$ cat src/rtl/uart_irq_prio.sv
module uart_irq_prio #(
  parameter int CNT_W = 7
) (
  input  logic             clk,
  input  logic             rst_n,
  input  logic             ev_line_err,
  input  logic             ev_rx_tmo,
  input  logic             ev_modem,
  input  logic             ev_aux,
  input  logic [5:0]       src_en,
  input  logic [1:0]       tx_lvl_sel,
  input  logic [1:0]       rx_lvl_sel,
  input  logic [CNT_W-1:0] tx_count,
  input  logic [CNT_W-1:0] rx_count,
  input  logic             stat_rd,
  output logic             irq_o,
  output logic [5:0]       stat_o
);

  logic [CNT_W-1:0] tx_lvl, rx_lvl;
  logic [5:0] cond, pend, pend_n, cur, cur_n, clr;

  always_comb begin
    case (tx_lvl_sel)
      2'd0:    tx_lvl = CNT_W'(8);
      2'd1:    tx_lvl = CNT_W'(16);
      2'd2:    tx_lvl = CNT_W'(32);
      default: tx_lvl = CNT_W'(56);
    endcase
    case (rx_lvl_sel)
      2'd0:    rx_lvl = CNT_W'(8);
      2'd1:    rx_lvl = CNT_W'(16);
      2'd2:    rx_lvl = CNT_W'(56);
      default: rx_lvl = CNT_W'(60);
    endcase
  end

  assign cond = {ev_aux, ev_modem, tx_count < tx_lvl, ev_rx_tmo,
                 rx_count >= rx_lvl, ev_line_err};

  assign clr    = stat_rd ? cur : 6'd0;
  assign pend_n = ((pend | cond) & ~clr) & src_en;
  assign cur_n  = |(cur & pend_n) ? cur : (pend_n & (~pend_n + 6'd1));

  always_ff @(posedge clk or negedge rst_n) begin
    if (!rst_n) begin
      pend <= '0;
      cur  <= '0;
    end else begin
      pend <= pend_n;
      cur  <= cur_n;
    end
  end

  assign stat_o = cur;
  assign irq_o  = |cur;

  assert_onehot_R2: assert property (@(posedge clk) disable iff (!rst_n)
    $onehot0(stat_o));

  assert_idle_zero_R2: assert property (@(posedge clk) disable iff (!rst_n)
    (pend == 6'd0) |-> (stat_o == 6'd0));

  assert_hold_R4: assert property (@(posedge clk) disable iff (!rst_n)
    (stat_o != 6'd0 && !stat_rd && (stat_o & src_en) == stat_o) |=> $stable(stat_o));

  assert_read_moves_R3: assert property (@(posedge clk) disable iff (!rst_n)
    (stat_rd && stat_o != 6'd0) |=> (stat_o != $past(stat_o)));

  assert_masked_R7: assert property (@(posedge clk) disable iff (!rst_n)
    1'b1 |=> ((stat_o & ~$past(src_en)) == 6'd0));

endmodule

$ cat config.mk
export PLATFORM = sky130hd
export DESIGN_NAME = uart_irq_prio
export DESIGN_NICKNAME = d
export VERILOG_FILES = /design/src/rtl/uart_irq_prio.sv
export SDC_FILE = /design/constraint.sdc
export NUM_CORES = 1
export LEC_CHECK = 0
export ABC_AREA = 1
export BUFFER_PORTS_ARGS = -buffer_cell sky130_fd_sc_hd__buf_4
export CAP_MARGIN = 20
export CELL_PAD_IN_SITES_DETAIL_PLACEMENT = 1
export CELL_PAD_IN_SITES_GLOBAL_PLACEMENT = 1
export CORE_MARGIN = 1.5
export CORE_UTILIZATION = 31
export DETAILED_ROUTE_END_ITERATION = 10
export HOLD_SLACK_MARGIN = 0.02
export PLACE_DENSITY = 0.86
export SETUP_SLACK_MARGIN = 0.1
export SLEW_MARGIN = 20
export SYNTH_ARGS = -nofsm -noshare
export SYNTH_HDL_FRONTEND = slang
export SYNTH_SLANG_ARGS = --single-unit
$ cat constraint.sdc
create_clock -name clk -period 3.3 [get_ports clk]
set_clock_uncertainty 0.1 [all_clocks]
set_input_delay 0.33 -clock clk [delete_from_list [all_inputs] [get_ports clk]]
set_output_delay 0.33 -clock clk [all_outputs]
set_load 0.01 [all_outputs]
==> metrics.txt <==
CP startpoint kind=register; Hold Vio Cnt, Final=0; mean post-synth cell area=7.253 um2; Synth top cells by count=nand2_1, inv_1, dfrtp_1, nor2_1, nand3_1; Pint=290.2 uW; CP required=2.87 ns; port bufs=34; Pleak=0.0006854 uW; Sw Ratio=35.12%; H-Tree Level Count=1; Max Cap Viol=0; CTS tree=yes; FMAX=593.4 MHz; CP Class=reg2out; Placer Congestion=between 0.8 and 0.9; Top Metal Used=met4; RSZ-0062 raised after global routing=no; Syn Nets=157; pwr dens=378.6 nW/um2; first drt pass iteration count=4; Clock Path Buffers=2; Net Sw Power=around 160 uW; actual slew at the worst max-slew pin=0.2261 ns; max_slew headroom=84.79%; share of post-route cells with drive strength above 1=between 30% and 40%; Max VDD drop=around 260 uV; Routed WL per cell=around 12 um; Row Count=18; Buf/Inv on CP=1; Synth async-reset ratio=100.0%; number of synthesized flops with an enable pin=0; worst-path maximum fanout=5; grt ovf=0; Clock Latency Late Sink=0.27 ns; Main synth FF type=dfrtp_1; register bit count reported by yosys=12; first-pass GRT wire length=3.953 mm; sequential area share after synthesis=35.09%; critical path's slowest cell=dfrtp_1; DR DRC count=0; Crit. End Element=primary output; WP data arrival=1.26 ns; vias=approximately 900; Met2 Routed Length=1.155 mm; synthesized cell area=about 860 um2; Syn. warnings=0; # clock sinks=12; met3 wire len=about 110 um; num ports=38; Routed Antenna Nets=0; Netlist cell types=24; Vias/cell=about 4.8; die width=around 56 um; clock share of power=20.0%; CTS Root Cell=clkbuf_4; Comb power frac=38.9%; CP delay by family, top=flip-flops; setup TNS=0 ns; synth top area cells=dfrtp_1, nand2_1, ha_1; Yosys top cell by area=dfrtp_1; Reg power frac=41.1%; final period utilization=51.07%; Post-CTS Setup Bufs=0; die height=55.54 um; 1st-iter DRT viols=18; final wirelength=2.239 mm; Worst Hold Class=in2reg; critical-path cell list=nor4_1 > nand3_1 > buf_4; area grow syn2layout=38.01%; clock-pin slew on the worst setup and hold paths=0.07 ns; Die ar.=3085 um2; Antenna Cells=0; initial antenna violation count=0; post-layout util=46.41%; DP Wirelength=1.936 mm; core area=2545 um2; Final min period=1.685 ns; fin nets=approximately 200; Final Setup Violations=0; largest net degree at the start of global routing=13; Initial Util=33.63%; top-count cell post-synth=nand2_1; TritonCTS Buffers=3; Yosys top cell area share=35.09%; status=finished, final reports clean; number of global-route vias before repair=approximately 940; CP peak stage delay=0.44 ns; met1 wire length=958 um; Max Slew Vio Count=0; cell count after synthesis=118; All-Layer GR Usage=16.23%; post-CTS sizing=0
-- tightest hold or removal path: cells and delay by family --
family / cells / cell delay, ns
and+or+nand+nor: 1 / 0.06
buffers and inverters: 2 / 0.16
-- power by group through the flow --
stage / Sequential [uW] / Combinational [uW] / Clock [uW]
3_5_place_dp: 187 / 176 / 0
2_1_floorplan: 188 / 91.2 / 0
3_3_place_gp: 186 / 168 / 0
6_report: 184 / 174 / 89.3
4_1_cts: 184 / 178 / 95.0
5_1_grt: 188 / 197 / 99.2
-- stage by stage --
stage	hold WS (ns)	power [uW]	setup WS, ns	area [um2]	cells
after floorplan	-0.06559	279.2	1.685	855.8	118
after global placement	0.07831	354.0	1.497	1149	182
after detailed placement	0.08099	363.1	1.406	1149	182
after CTS	0.2014	456.4	1.604	1181	186
after global routing	0.2090	483.8	1.439	1181	186
final	0.2136	447.2	1.615	1181	186
-- state kept, by name (all words and copies together), names as in the netlist --
name and cells:
pend 6, stat_o 6
-- placed cells by master (no fill, tap or decap), types with 2 or more instances in the layout --
master and n:
ha_1 8, nand2_1 35, o21ai_2 3, nand3_1 9, nand4_1 3, inv_1 21
dfrtp_1 12, nor2_1 10, clkbuf_4 3, buf_4 34, or2_1 2
-- logic make-up after synthesis --
family	share of synthesized area [%]
AOI/OAI and AO/OA	6.725
adders and majority gates	11.70
and+or+nand+nor	36.26
DFF	35.09
buffers and inverters	10.23
-- per-layer routing --
metal	GRT usage, %	up-vias
li1	-	443
met1	19.48	419
met2	27.89	24
met3	5.152	2
met4	4.181	0
met5	0	-
-- path summary, 6_finish.rpt --
check | from | to | slack [ns] | cells after the start
max in group asynchronous | rst_n | stat_o[2] | 2.62 | 2
hold / removal | src_en[4] | pend[4] | 0.21 | 3
hold reg to reg | pend[3] | pend[3] | 0.48 | 2
setup / recovery | stat_o[0] | irq_o | 1.61 | 3
min in group asynchronous | rst_n | pend[4] | 0.33 | 2
setup reg to reg | pend[0] | stat_o[2] | 1.83 | 9
-- cell type report --
class                   instances  area, um2
clock buffers                   3      22.52
fillers                       342       1364
inverters                      23      87.58
multi-input cells              83      467.9
flip-flops and latches         12      300.3
well taps                      30      37.54
repair buffers                 35      265.3
-- repair_timing --
item                                    CTS  global route
hold buffers                              1             0
endpoints found under the hold margin    12             0
endpoints found under the setup margin    0             0
(Power assumes the default switching activity.)
